$ cat src/rtl/sram_async_pkg.sv
// Shared types for the asynchronous static memory sequencer.
// Holds the phase encoding and the rule that picks the next present phase.
// Assumes the strobe phase is always present (length at least one).
package sram_async_pkg;

    typedef enum logic [2:0] {
        PH_IDLE = 3'd0,
        PH_LANE = 3'd1,
        PH_ASET = 3'd2,
        PH_AHLD = 3'd3,
        PH_DSET = 3'd4,
        PH_DHLD = 3'd5,
        PH_TURN = 3'd6
    } phase_e;

    // Next phase after cur, skipping phases whose length is zero.
    function automatic phase_e step_after(
        input phase_e cur,
        input logic   lane_nz,
        input logic   aset_nz,
        input logic   ahld_on,
        input logic   dhld_nz,
        input logic   turn_nz
    );
        phase_e nxt;
        case (cur)
            PH_IDLE: nxt = lane_nz ? PH_LANE : aset_nz ? PH_ASET : ahld_on ? PH_AHLD : PH_DSET;
            PH_LANE: nxt = aset_nz ? PH_ASET : ahld_on ? PH_AHLD : PH_DSET;
            PH_ASET: nxt = ahld_on ? PH_AHLD : PH_DSET;
            PH_AHLD: nxt = PH_DSET;
            PH_DSET: nxt = dhld_nz ? PH_DHLD : turn_nz ? PH_TURN : PH_IDLE;
            PH_DHLD: nxt = turn_nz ? PH_TURN : PH_IDLE;
            default: nxt = PH_IDLE;
        endcase
        return nxt;
    endfunction

endpackage

$ cat src/rtl/sram_wait_qual.sv
// Wait qualifier: turns the raw device wait level into a strobe stall request.
// Applies the selected polarity and the enable for asynchronous accesses.
// Assumes mem_wait is already synchronous to clk.
module sram_wait_qual (
    input  logic mem_wait,
    input  logic pol_hi,
    input  logic enable,
    input  logic in_strobe,
    output logic stall
);

    logic wait_active;

    // Map the pin level to an active flag according to the polarity.
    always_comb begin
        wait_active = pol_hi ? mem_wait : ~mem_wait;
    end

    // A stall is requested only inside the strobe and only when enabled.
    always_comb begin
        stall = enable & in_strobe & wait_active;
    end

endmodule

$ cat src/rtl/sram_phase_ctrl.sv
// Phase controller: walks the access phases and counts cycles within each.
// Loads the remaining-cycle counter on phase entry and freezes it while the
// strobe is stalled. Assumes lengths stay stable while an access is running.
module sram_phase_ctrl
    import sram_async_pkg::*;
#(
    parameter int CNT_W = 4
) (
    input  logic             clk,
    input  logic             rst_n,
    input  logic             start,
    input  logic             stall,
    input  logic             mux_on,
    input  logic [CNT_W-1:0] len_lane,
    input  logic [CNT_W-1:0] len_aset,
    input  logic [CNT_W-1:0] len_ahld,
    input  logic [CNT_W-1:0] len_dset,
    input  logic [CNT_W-1:0] len_dhld,
    input  logic [CNT_W-1:0] len_turn,
    output phase_e           phase,
    output logic             idle,
    output logic             strobe_last
);

    localparam logic [CNT_W-1:0] ONE = CNT_W'(1);

    logic [CNT_W-1:0] cnt;
    logic [CNT_W-1:0] dset_eff;
    phase_e           nxt;
    logic             at_end;

    // The strobe lasts at least one cycle even when programmed as zero.
    always_comb begin
        dset_eff = (len_dset == '0) ? ONE : len_dset;
    end

    // Length of a phase in cycles.
    function automatic logic [CNT_W-1:0] len_of(input phase_e p);
        logic [CNT_W-1:0] l;
        case (p)
            PH_LANE: l = len_lane;
            PH_ASET: l = len_aset;
            PH_AHLD: l = len_ahld;
            PH_DSET: l = dset_eff;
            PH_DHLD: l = len_dhld;
            PH_TURN: l = len_turn;
            default: l = ONE;
        endcase
        return l;
    endfunction

    // Choose the next present phase from the current one.
    always_comb begin
        nxt = step_after(phase, len_lane != '0, len_aset != '0,
                         mux_on && (len_ahld != '0), len_dhld != '0,
                         len_turn != '0);
    end

    // Flag the final cycle of the current phase.
    always_comb begin
        at_end = (phase != PH_IDLE) && (cnt == '0) && !(phase == PH_DSET && stall);
    end

    // Phase register and remaining-cycle counter.
    always_ff @(posedge clk) begin
        if (!rst_n) begin
            phase <= PH_IDLE;
            cnt   <= '0;
        end else if (phase == PH_IDLE) begin
            if (start) begin
                phase <= nxt;
                cnt   <= len_of(nxt) - ONE;
            end
        end else if (phase == PH_DSET && stall) begin
            cnt <= cnt;
        end else if (at_end) begin
            phase <= nxt;
            cnt   <= (nxt == PH_IDLE) ? '0 : len_of(nxt) - ONE;
        end else begin
            cnt <= cnt - ONE;
        end
    end

    // Status toward the request side and the pin driver.
    always_comb begin
        idle        = (phase == PH_IDLE);
        strobe_last = (phase == PH_DSET) && at_end;
    end

    AST_HOLD_CNT: assert property (@(posedge clk) disable iff (!rst_n)
        (phase == PH_DSET && stall) |=> (phase == PH_DSET && cnt == $past(cnt)));

    AST_AHLD_MUX: assert property (@(posedge clk) disable iff (!rst_n)
        (phase == PH_AHLD) |-> mux_on);

endmodule

$ cat src/rtl/sram_pin_drive.sv
// Pin driver: latches the request and decodes the phase into device pins.
// Captures read data at the end of the strobe and issues the done pulse.
// Assumes DATA_W is a multiple of 8; in 8-bit mode only lane 0 is used.
module sram_pin_drive
    import sram_async_pkg::*;
#(
    parameter int ADDR_W = 16,
    parameter int DATA_W = 16
) (
    input  logic              clk,
    input  logic              rst_n,
    input  logic              start,
    input  logic              req_write,
    input  logic [ADDR_W-1:0] req_addr,
    input  logic [DATA_W-1:0] req_wdata,
    input  logic [DATA_W/8-1:0] req_be,
    input  phase_e            phase,
    input  logic              strobe_last,
    input  logic              bus8,
    input  logic              mux_on,
    input  logic [DATA_W-1:0] mem_dq_in,
    output logic              lat_write,
    output logic              rsp_done,
    output logic [DATA_W-1:0] rsp_rdata,
    output logic              mem_cs_n,
    output logic              mem_oe_n,
    output logic              mem_we_n,
    output logic [DATA_W/8-1:0] mem_be_n,
    output logic [ADDR_W-1:0] mem_addr,
    output logic [DATA_W-1:0] mem_dq_out,
    output logic              mem_dq_oe
);

    localparam int BE_W = DATA_W / 8;

    logic [ADDR_W-1:0] lat_addr;
    logic [DATA_W-1:0] lat_wdata;
    logic [BE_W-1:0]   lat_be;
    logic [DATA_W-1:0] dmask;
    logic [BE_W-1:0]   lmask;
    logic              cs_on;
    logic              lanes_on;
    logic              addr_on_dq;
    logic              wdata_on_dq;

    // Lane and data masks for the selected bus width.
    always_comb begin
        dmask = bus8 ? DATA_W'(8'hFF) : '1;
        lmask = bus8 ? BE_W'(1) : '1;
    end

    // Hold the request fields for the whole access.
    always_ff @(posedge clk) begin
        if (!rst_n) begin
            lat_addr  <= '0;
            lat_wdata <= '0;
            lat_be    <= '0;
            lat_write <= 1'b0;
        end else if (start) begin
            lat_addr  <= req_addr;
            lat_wdata <= req_wdata;
            lat_be    <= req_be;
            lat_write <= req_write;
        end
    end

    // Decode which phases assert which group of pins.
    always_comb begin
        cs_on       = (phase == PH_ASET) || (phase == PH_AHLD) ||
                      (phase == PH_DSET) || (phase == PH_DHLD);
        lanes_on    = cs_on || (phase == PH_LANE);
        addr_on_dq  = mux_on && ((phase == PH_ASET) || (phase == PH_AHLD));
        wdata_on_dq = lat_write && ((phase == PH_DSET) || (phase == PH_DHLD));
    end

    // Control strobes and lane enables.
    always_comb begin
        mem_cs_n = ~cs_on;
        mem_oe_n = ~((phase == PH_DSET) && !lat_write);
        mem_we_n = ~((phase == PH_DSET) && lat_write);
        mem_be_n = lanes_on ? ~(lat_be & lmask) : '1;
        mem_addr = lat_addr;
    end

    // Data bus: address in the multiplexed phases, write data in strobe and hold.
    always_comb begin
        if (addr_on_dq) begin
            mem_dq_oe  = 1'b1;
            mem_dq_out = DATA_W'(lat_addr) & dmask;
        end else if (wdata_on_dq) begin
            mem_dq_oe  = 1'b1;
            mem_dq_out = lat_wdata & dmask;
        end else begin
            mem_dq_oe  = 1'b0;
            mem_dq_out = '0;
        end
    end

    // Capture read data on the last strobe cycle and pulse done one cycle later.
    always_ff @(posedge clk) begin
        if (!rst_n) begin
            rsp_done  <= 1'b0;
            rsp_rdata <= '0;
        end else begin
            rsp_done <= strobe_last;
            if (strobe_last && !lat_write) begin
                rsp_rdata <= mem_dq_in & dmask;
            end
        end
    end

    AST_DONE_PULSE: assert property (@(posedge clk) disable iff (!rst_n)
        rsp_done |=> !rsp_done);

    AST_DONE_AFTER_STROBE: assert property (@(posedge clk) disable iff (!rst_n)
        rsp_done |-> ($past(phase) == PH_DSET));

endmodule

$ cat src/rtl/sram_async_seq.sv
// Top of the asynchronous static memory sequencer.
// Takes one request at a time, picks the read or write timing set, and
// connects the wait qualifier, phase controller and pin driver.
// Assumes configuration inputs are stable while an access is running.
module sram_async_seq
    import sram_async_pkg::*;
#(
    parameter int ADDR_W = 16,
    parameter int DATA_W = 16,
    parameter int CNT_W  = 4
) (
    input  logic                clk,
    input  logic                rst_n,
    input  logic                cfg_bus8,
    input  logic                cfg_mux_en,
    input  logic                cfg_dev_muxable,
    input  logic                cfg_wr_sep,
    input  logic                cfg_wait_pol_hi,
    input  logic                cfg_async_wait_en,
    input  logic [CNT_W-1:0]    cfg_lane_setup,
    input  logic [CNT_W-1:0]    rd_aset,
    input  logic [CNT_W-1:0]    rd_ahld,
    input  logic [CNT_W-1:0]    rd_dset,
    input  logic [CNT_W-1:0]    rd_dhld,
    input  logic [CNT_W-1:0]    rd_turn,
    input  logic [CNT_W-1:0]    wr_aset,
    input  logic [CNT_W-1:0]    wr_ahld,
    input  logic [CNT_W-1:0]    wr_dset,
    input  logic [CNT_W-1:0]    wr_dhld,
    input  logic [CNT_W-1:0]    wr_turn,
    input  logic                req_valid,
    output logic                req_ready,
    input  logic                req_write,
    input  logic [ADDR_W-1:0]   req_addr,
    input  logic [DATA_W-1:0]   req_wdata,
    input  logic [DATA_W/8-1:0] req_be,
    output logic                rsp_done,
    output logic [DATA_W-1:0]   rsp_rdata,
    output logic                mem_cs_n,
    output logic                mem_oe_n,
    output logic                mem_we_n,
    output logic [DATA_W/8-1:0] mem_be_n,
    output logic [ADDR_W-1:0]   mem_addr,
    output logic [DATA_W-1:0]   mem_dq_out,
    output logic                mem_dq_oe,
    input  logic [DATA_W-1:0]   mem_dq_in,
    input  logic                mem_wait
);

    phase_e           phase;
    logic             idle;
    logic             strobe_last;
    logic             stall;
    logic             start;
    logic             lat_write;
    logic             cur_write;
    logic             use_wset;
    logic             mux_on;
    logic [CNT_W-1:0] t_aset, t_ahld, t_dset, t_dhld, t_turn;

    // Accept a request only when idle; multiplexing needs a capable device.
    always_comb begin
        req_ready = idle;
        start     = req_valid && idle;
        mux_on    = cfg_mux_en && cfg_dev_muxable;
    end

    // Pick the timing set from the incoming or latched direction.
    always_comb begin
        cur_write = idle ? req_write : lat_write;
        use_wset  = cur_write && cfg_wr_sep;
        t_aset    = use_wset ? wr_aset : rd_aset;
        t_ahld    = use_wset ? wr_ahld : rd_ahld;
        t_dset    = use_wset ? wr_dset : rd_dset;
        t_dhld    = use_wset ? wr_dhld : rd_dhld;
        t_turn    = use_wset ? wr_turn : rd_turn;
    end

    sram_wait_qual u_wait (
        .mem_wait  (mem_wait),
        .pol_hi    (cfg_wait_pol_hi),
        .enable    (cfg_async_wait_en),
        .in_strobe (phase == PH_DSET),
        .stall     (stall)
    );

    sram_phase_ctrl #(.CNT_W(CNT_W)) u_ctrl (
        .clk         (clk),
        .rst_n       (rst_n),
        .start       (start),
        .stall       (stall),
        .mux_on      (mux_on),
        .len_lane    (cfg_lane_setup),
        .len_aset    (t_aset),
        .len_ahld    (t_ahld),
        .len_dset    (t_dset),
        .len_dhld    (t_dhld),
        .len_turn    (t_turn),
        .phase       (phase),
        .idle        (idle),
        .strobe_last (strobe_last)
    );

    sram_pin_drive #(.ADDR_W(ADDR_W), .DATA_W(DATA_W)) u_pins (
        .clk         (clk),
        .rst_n       (rst_n),
        .start       (start),
        .req_write   (req_write),
        .req_addr    (req_addr),
        .req_wdata   (req_wdata),
        .req_be      (req_be),
        .phase       (phase),
        .strobe_last (strobe_last),
        .bus8        (cfg_bus8),
        .mux_on      (mux_on),
        .mem_dq_in   (mem_dq_in),
        .lat_write   (lat_write),
        .rsp_done    (rsp_done),
        .rsp_rdata   (rsp_rdata),
        .mem_cs_n    (mem_cs_n),
        .mem_oe_n    (mem_oe_n),
        .mem_we_n    (mem_we_n),
        .mem_be_n    (mem_be_n),
        .mem_addr    (mem_addr),
        .mem_dq_out  (mem_dq_out),
        .mem_dq_oe   (mem_dq_oe)
    );

    AST_BUSY_NO_READY: assert property (@(posedge clk) disable iff (!rst_n)
        !mem_cs_n |-> !req_ready);

    AST_LANE_BEFORE_CS: assert property (@(posedge clk) disable iff (!rst_n)
        ($fell(mem_cs_n) && cfg_lane_setup != '0) |-> ($past(phase) == PH_LANE));

endmodule

$ cat config.mk
export PLATFORM = sky130hd
export DESIGN_NAME = sram_async_seq
export DESIGN_NICKNAME = d
export VERILOG_FILES = /design/src/rtl/sram_async_pkg.sv /design/src/rtl/sram_wait_qual.sv /design/src/rtl/sram_phase_ctrl.sv /design/src/rtl/sram_pin_drive.sv /design/src/rtl/sram_async_seq.sv
export SDC_FILE = /design/constraint.sdc
export NUM_CORES = 1
export LEC_CHECK = 0
export ABC_AREA = 1
export BUFFER_PORTS_ARGS = -buffer_cell sky130_fd_sc_hd__buf_2
export CAP_MARGIN = 20
export CORE_AREA = 5 5 98 100
export DETAILED_ROUTE_END_ITERATION = 10
export DIE_AREA = 0 0 103 105
export GPL_TIMING_DRIVEN = 0
export PLACE_DENSITY = 0.81
export SLEW_MARGIN = 0
export SYNTH_ARGS = -nofsm -noshare
export SYNTH_HDL_FRONTEND = slang
export SYNTH_HIERARCHICAL = 1
export SYNTH_SLANG_ARGS = --single-unit
$ cat constraint.sdc
create_clock -name clk -period 2.85 [get_ports clk]
set_input_delay 0.4275 -clock clk [delete_from_list [all_inputs] [get_ports clk]]
set_output_delay 0.4275 -clock clk [all_outputs]
set_load 0.03 [all_outputs]
### Word-level counts from Yosys, hierarchy flattened

Index checks and enable logic that the tools add are counted.

| word-level totals | value |
|---|---|
| logic and storage cells | 106 |
| register bits after elaboration | 59 |

| cells by class | value |
|---|---|
| $add $sub $neg | 3 |
| equality and inequality tests | 13 |
| reductions and logical operators | 33 |
| mux-type cells | 38 |
| bitwise logic cells | 11 |

Operators with widths:

| cell | number |
|---|---|
| two-way mux 4 bit | 18 |
| AND 16 bit | 3 |
| two-way mux 16 bit | 3 |
| two-way mux 3 bit | 9 |
| case mux 4 bit (6 select lines) | 1 |
| nonzero test 4 bit | 5 |
| case mux 3 bit (6 select lines) | 1 |
| == test 3 bit, second input constant | 5 |
| logical AND 1 bit | 13 |
| == test 3 x 2 -> 1 bit, second input constant | 4 |
| subtractor 4 x 1 -> 4 bit, second input constant | 3 |
| zero test 4 bit | 2 |
| == test 3 x 1 -> 1 bit, second input constant | 2 |
| zero test 3 bit | 2 |
| logical OR 1 bit | 5 |
| two-way mux 1 bit | 4 |
| two-way mux 2 bit | 2 |
| NOT 1 bit | 4 |
| AND reduction 3 bit | 1 |
| nonzero test 3 bit | 1 |
| AND 1 bit | 2 |
| AND 2 bit | 1 |
| zero test 1 bit | 2 |
| inequality test 2 x 1 -> 1 bit, second input constant | 1 |
| 4 further kinds | 4 |

### Depth between registers and ports, before layout

| depth | value |
|---|---|
| depth in word-level cells | 21 |
| depth in mapped cells | 26 |
| depth with buffers taken out | 25 |

### By module

Netlist, hierarchy kept.

Modules (own cells, without submodules):

| module | times used | sequential area each (µm²) | area an instance (µm²) | cells each |
|---|---|---|---|---|
| sram_pin_drive | 1 | 1041.0 | 2322.2 | 347 |
| sram_phase_ctrl | 1 | 140.1 | 984.7 | 167 |
| sram_async_seq | 1 | 0.0 | 372.9 | 80 |
| sram_wait_qual | 1 | 0.0 | 28.8 | 7 |

### Least setup slack after synthesis

No wires, ideal clock.

| timing | value |
|---|---|
| path kind | register to register |
| start | reg u_ctrl.phase[1] |
| end | reg u_ctrl.cnt[1] |
| path buffers | 1 |
| stages on the path, launching flop included | 26 |
| clock period less this slack | 2927 ps |
| data arrival time | 2805 ps |
| path slack | -77 ps |
| cell sequence | dfxtp_1 > inv_2 > nand2_4 > nor2_4 > inv_2 > nand2_2 > nand3_2 > buf_6 > nand2_1 > nand2_1 > nor2_1 > nand2_2 > nand2_1 > inv_1 > nand2_1 > nand3_1 > nor2_1 > nand3_2 > nand2_1 > inv_1 > nand3_2 > nor2_4 > ha_1 > a21oi_1 > o21ai_0 > a21boi_1 |

| between the ends | value |
|---|---|
| cells in the longest elaborated chain, start to end | 21 |
| elaborated cells between the ends (all ways) | 59 |

Ends and longest elaborated chain:

| element | RTL line | text |
|---|---|---|
| start: declaration | sram_phase_ctrl.sv:20 | `output phase_e phase,` |
| start signal: assignment | sram_phase_ctrl.sv:71 | `phase <= nxt;` |
| start signal: assignment | sram_phase_ctrl.sv:77 | `phase <= nxt;` |
| zero test 3 bit * | sram_phase_ctrl.sv:86 | `idle = (phase == PH_IDLE);` |
| via req_ready | sram_async_seq.sv:32 | `output logic req_ready,` |
| two-way mux 1 bit * | sram_async_seq.sv:70 | `cur_write = idle ? req_write : lat_write;` |
| logical AND 1 bit * | sram_async_seq.sv:71 | `use_wset = cur_write && cfg_wr_sep;` |
| two-way mux 4 bit * | sram_async_seq.sv:73 | `t_ahld = use_wset ? wr_ahld : rd_ahld;` |
| via t_ahld[0] | sram_async_seq.sv:59 | `logic [CNT_W-1:0] t_aset, t_ahld, t_dset, t_dhld, t_turn;` |
| nonzero test 4 bit | sram_phase_ctrl.sv:55 | `mux_on && (len_ahld != '0), len_dhld != '0,` |
| logical AND 1 bit | sram_phase_ctrl.sv:55 |  |
| (+7 left out) | n/a |  |
| two-way mux 4 bit | sram_phase_ctrl.sv:74 | `end else if (phase == PH_DSET && stall) begin` |
| two-way mux 4 bit | sram_phase_ctrl.sv:69 | `end else if (phase == PH_IDLE) begin` |
| two-way mux 4 bit | sram_phase_ctrl.sv:66 | `if (!rst_n) begin` |
| subtractor 4 x 1 -> 4 bit | sram_phase_ctrl.sv:78 | `cnt <= (nxt == PH_IDLE) ? '0 : len_of(nxt) - ONE;` |
| two-way mux 4 bit | sram_phase_ctrl.sv:78 |  |
| two-way mux 4 bit | sram_phase_ctrl.sv:76 | `end else if (at_end) begin` |
| two-way mux 4 bit | sram_phase_ctrl.sv:74 |  |
| two-way mux 4 bit * | sram_phase_ctrl.sv:69 |  |
| end signal: assignment | sram_phase_ctrl.sv:75 | `cnt <= cnt;` |
| end signal: assignment | sram_phase_ctrl.sv:78 |  |
| end signal: assignment | sram_phase_ctrl.sv:80 | `cnt <= cnt - ONE;` |
| end: declaration | sram_phase_ctrl.sv:27 | `logic [CNT_W-1:0] cnt;` |

Mark *: on every way through the listed nets, which the timed path passes. The rest lies on a longest branch. The select of a mux whose other input is x is not followed.
A chain may end at the register's enable or synchronous reset.

### Worst setup path in the final report

| timing | value |
|---|---|
| start | reg u_ctrl.phase[0] |
| end | reg u_ctrl.cnt[1] |

| between the ends | value |
|---|---|
| elaborated cells between the ends (all ways) | 59 |

RTL lines:

| element | RTL line | text |
|---|---|---|
| zero test 3 bit * | sram_phase_ctrl.sv:86 |  |
| two-way mux 1 bit * | sram_async_seq.sv:70 |  |
| logical AND 1 bit * | sram_async_seq.sv:71 |  |
| two-way mux 4 bit * | sram_async_seq.sv:75 | `t_dhld = use_wset ? wr_dhld : rd_dhld;` |
| via t_dhld[3] | sram_async_seq.sv:59 |  |
| nonzero test 4 bit * | sram_phase_ctrl.sv:55 |  |
| two-way mux 3 bit * | sram_async_pkg.sv:31 | `PH_DSET: nxt = dhld_nz ? PH_DHLD : turn_nz ? PH_TURN : PH_IDLE;` |
| case mux 3 bit (6 select lines) * | sram_async_pkg.sv:26 | `case (cur)` |
| (+3 left out) | n/a |  |
| two-way mux 4 bit | sram_phase_ctrl.sv:74 |  |
| two-way mux 4 bit | sram_phase_ctrl.sv:69 |  |
| two-way mux 4 bit | sram_phase_ctrl.sv:66 |  |
| subtractor 4 x 1 -> 4 bit | sram_phase_ctrl.sv:78 |  |
| two-way mux 4 bit | sram_phase_ctrl.sv:78 |  |
| two-way mux 4 bit | sram_phase_ctrl.sv:76 |  |
| two-way mux 4 bit | sram_phase_ctrl.sv:74 |  |
| two-way mux 4 bit * | sram_phase_ctrl.sv:69 |  |

Marked as above.

==> flow_summary_export.csv <==
group,metric,value,unit
cts,cts-root-buf,"clkbuf_8",
power_and_ir_drop,p_per_area,953,mW/mm^2
synth,avgSynthCellArea,6.17,um^2
global_route,grt_pass1_wl,17.7,mm
global_route,grt_pass1_vias,3881,
sta,fin_worst_skew,0.0129,ns
route,firstDrtPassIters,5,
die,start_util,43.2,%
place,portBuffers,159,
outcome,violations,"negative setup slack",
worst_hold_path,hold_class,"primary input to flop",
critical_path,worstPathCellList,"inv_4 > nand2_4 > nor2_4 > inv_2 > nand2_2 > nand3_4 > buf_6 > nand2_2 > nand2_2 > nor2_1 > nand2_2 > nand2_2 > nand3_2 > buf_4 > nand3_4 > nor2_4 > nand3_1 > nand3_2 > nor2_4 > ha_4 > a21oi_2 > o21ai_1 > a21boi_1",
critical_path,critPathKind,"flop to flop",
critical_path,crit_arrival,3.14,ns
place,dp.cells,868,
cts,numCtsBuffers,9,
route,drt_iter0_drc,180,
sta,slew_violations,0,
critical_path,worstSetupStartpointType,"flop",
die,fp.dieW,103,um
power_and_ir_drop,total_power,5.07,mW
cells_and_area,nets,905,
critical_path,slowest_stage,"dfxtp_4",
synth,synthTopCellsByArea,"dfxtp_1 32%, nand2_1 17%, nor2_1 11%, nand3_1 7.0%, inv_1 5.7%",
sta,worstMarginPinSlew,0.447,ns
sta,rsz0062_at_grt,"yes",
synth,synth_top_flop_cell,"dfxtp_1",
synth,syn-cell-area,0.00371,mm^2
route,met3_length,976,um
cells_and_area,diodes,0,
critical_path,crit_buf_inv,4,
global_route,grt_use_total,19.8,%
sta,final_hold_viol_count,0,
route,routed_wl,11.9,mm
synth,ys_ff_latch,59,
die,die_area,0.0108,mm^2
cts,cts.path.max_buffers,2,
cts,cts_sinks,59,
sta,setup_ws,-0.0259,ns
critical_path,cp_slowest_stage_delay,0.36,ns
outcome,outcome,"finished with violations",
sta,finalSetupTns,-0.0259,ns
route,route.detailed.drc,0,
route,via_per_inst,4.88,
sta,period_share,101,%
route,top_layer,"met4",
synth,yosysTopAreaCell,"dfxtp_1",
sta,clock.fmax,0.348,GHz
sta,fin_crit,2.88,ns
synth,syn_nets,709,
route,ant_nets,0,
critical_path,crit_fanout,5,
cells_and_area,final_cells,910,
route,wl_met2,5.89,mm
synth,synth_edf_count,0,
run,maxCapViolCount,0,
cells_and_area,syn2layout_area_growth,43.5,%
die,rows,34,
cts,cts_tree,"yes",
critical_path,required,3.11,ns
global_route,antenna_found_initial,0,
critical_path,cp-end-kind,"flop",
route,vias,4441,
power_and_ir_drop,ir_drop,0.749,mV
die,die_h,105,um
synth,async_reset_ff_share,0,%
critical_path,cpLargestDelayFamily,"simple AND/OR/NAND/NOR gates",
synth,seq_area_frac_synth,31.8,%
synth,syn_inst,601,
cts,clk_pin_slew,0.08,ns
place,gp_congestion,0.897,
route,wl_met1,4.81,mm
die,coreArea,0.00859,mm^2
synth,yosysWarnings,6,
sta,relSlewSlack,70.0,%
critical_path,cpMostUsedCell,"nand2_2",
global_route,grt_overflow,0,
cells_and_area,utilization,61.9,%
synth,synthTopCellsByCount,"172 x nand2_1, 107 x nor2_1, 59 x dfxtp_1",
global_route,grt_max_degree,15,
cts,clk_latency,0.34,ns
route,wl_per_cell,13.1,um
sta,setup_viol,1,
synth,synth_most_common_cell,"nand2_1",
synth,ys_types,35,
place,hpwlAfterDp,8.46,mm
cts,htreeDepth,3,
cells_and_area,drive_above_1_share,39.4,%
synth,synth_top_area_share,31.8,%
power_and_ir_drop,leakage,2.90,nW
die,io_pins,161,
-- final timing paths --
path | cells after the start | start | slack [ns] | end
max | 23 | u_ctrl/phase[0] | -0.03 | u_ctrl/cnt[1]
min | 3 | req_addr[3] | 0.30 | u_pins/mem_addr[3]
max reg2reg | 23 | u_ctrl/phase[0] | -0.03 | u_ctrl/cnt[1]
min reg2reg | 2 | u_pins/lat_wdata[9] | 0.46 | u_pins/lat_wdata[9]
-- routing by layer --
| metal | vias to the layer above | global-route usage [%] |
|---|---|---|
| met4 | 0 | 5.74 |
| met3 | 21 | 3.40 |
| li1 | 2275 | - |
| met1 | 1964 | 25.4 |
| met5 | - | 0 |
| met2 | 181 | 33.7 |
-- layout by cell type, fill, tap and decap left out, types with 2 or more instances in the layout --
master / netlist / layout
inv_1: 56 / 53
buf_4: 6 / 28
nand3_1: 52 / 46
nor2_4: 3 / 11
nand2_1: 172 / 148
buf_2: 13 / 172
nand2_2: 6 / 25
nor3_1: 3 / 3
nor3b_1: 2 / 2
nor2_2: 8 / 9
clkbuf_8: 0 / 9
nand3_2: 4 / 8
a22o_1: 2 / 2
clkinv_4: 0 / 2
a21oi_2: 2 / 5
inv_6: 0 / 2
xor2_1: 2 / 2
buf_6: 4 / 7
clkbuf_1: 2 / 2
a21oi_1: 27 / 24
o21ai_0: 40 / 38
nor2_1: 107 / 98
dfxtp_4: 0 / 2
inv_2: 8 / 10
ha_1: 3 / 2
nand2_4: 3 / 8
nand4_1: 2 / 2
o21ai_1: 4 / 5
bufinv_16: 0 / 2
dfxtp_1: 59 / 56
nand3_4: 2 / 4
-- per-stage QoR --
stage	area, um^2	worst slack [ns]	hold slack, ns
after global placement	4660	-0.247	0.444
final	5320	-0.0259	0.304
after global routing	5320	-0.229	0.313
after detailed placement	4660	-0.292	0.449
after floorplan	3730	0.0137	0.434
after CTS	5000	0.00432	0.293
-- layout make-up --
| class | count | area [um^2] |
|---|---|---|
| sequential | 59 | 1190 |
| timing repair buffer | 185 | 1010 |
| fill | 803 | 3270 |
| clock inverter | 7 | 100 |
| multi-input combinational | 451 | 2330 |
| buffer | 27 | 183 |
| tap | 108 | 135 |
| clock buffer | 9 | 124 |
| inverter | 64 | 243 |
-- kinds of logic (layout without fill, tap and decap cells) --
logic type,after synthesis,in the layout,synth area share (%)
flops,59,59,31.8
xor+xnor,2,2,0.472
fa+ha+maj,3,3,1.01
buf+inv,91,292,11.4
simple gates,368,368,44.2
compound gates,78,78,11.1
-- where the power goes --
part           switching [mW]  internal (mW)
registers               0.126           1.04
logic                    1.86           1.17
clock network           0.366          0.500
total                    2.36           2.72
-- registers in the layout (all words and copies together) (netlist names) --
register	count
u_ctrl/cnt	4
u_pins/rsp_rdata	16
u_pins/lat_write	1
u_pins/lat_be	2
u_pins/mem_addr	16
u_pins/rsp_done	1
u_ctrl/phase	3
u_pins/lat_wdata	16
-- timing repair --
item	4_1_cts	5_1_grt
buffers inserted	13	11
hold buffers	0	0
endpoints found under the setup margin	2	4
pin swaps	5	43
gates cloned	0	2
resized for setup	8	64
-- worst register-to-register path, cell delays in order (launching register included) --
cell	delay [ns]
dfxtp_4	0.36
inv_4	0.06
nand2_4	0.06
nor2_4	0.16
inv_2	0.06
nand2_2	0.07
nand3_4	0.11
buf_6	0.16
nand2_2	0.06
nand2_2	0.06
nor2_1	0.13
nand2_2	0.11
nand2_2	0.09
nand3_2	0.08
buf_4	0.16
nand3_4	0.09
nor2_4	0.06
nand3_1	0.08
nand3_2	0.11
nor2_4	0.17
ha_4	0.23
a21oi_2	0.12
o21ai_1	0.07
a21boi_1	0.13
No activity file was read; power rests on OpenSTA's default activity.
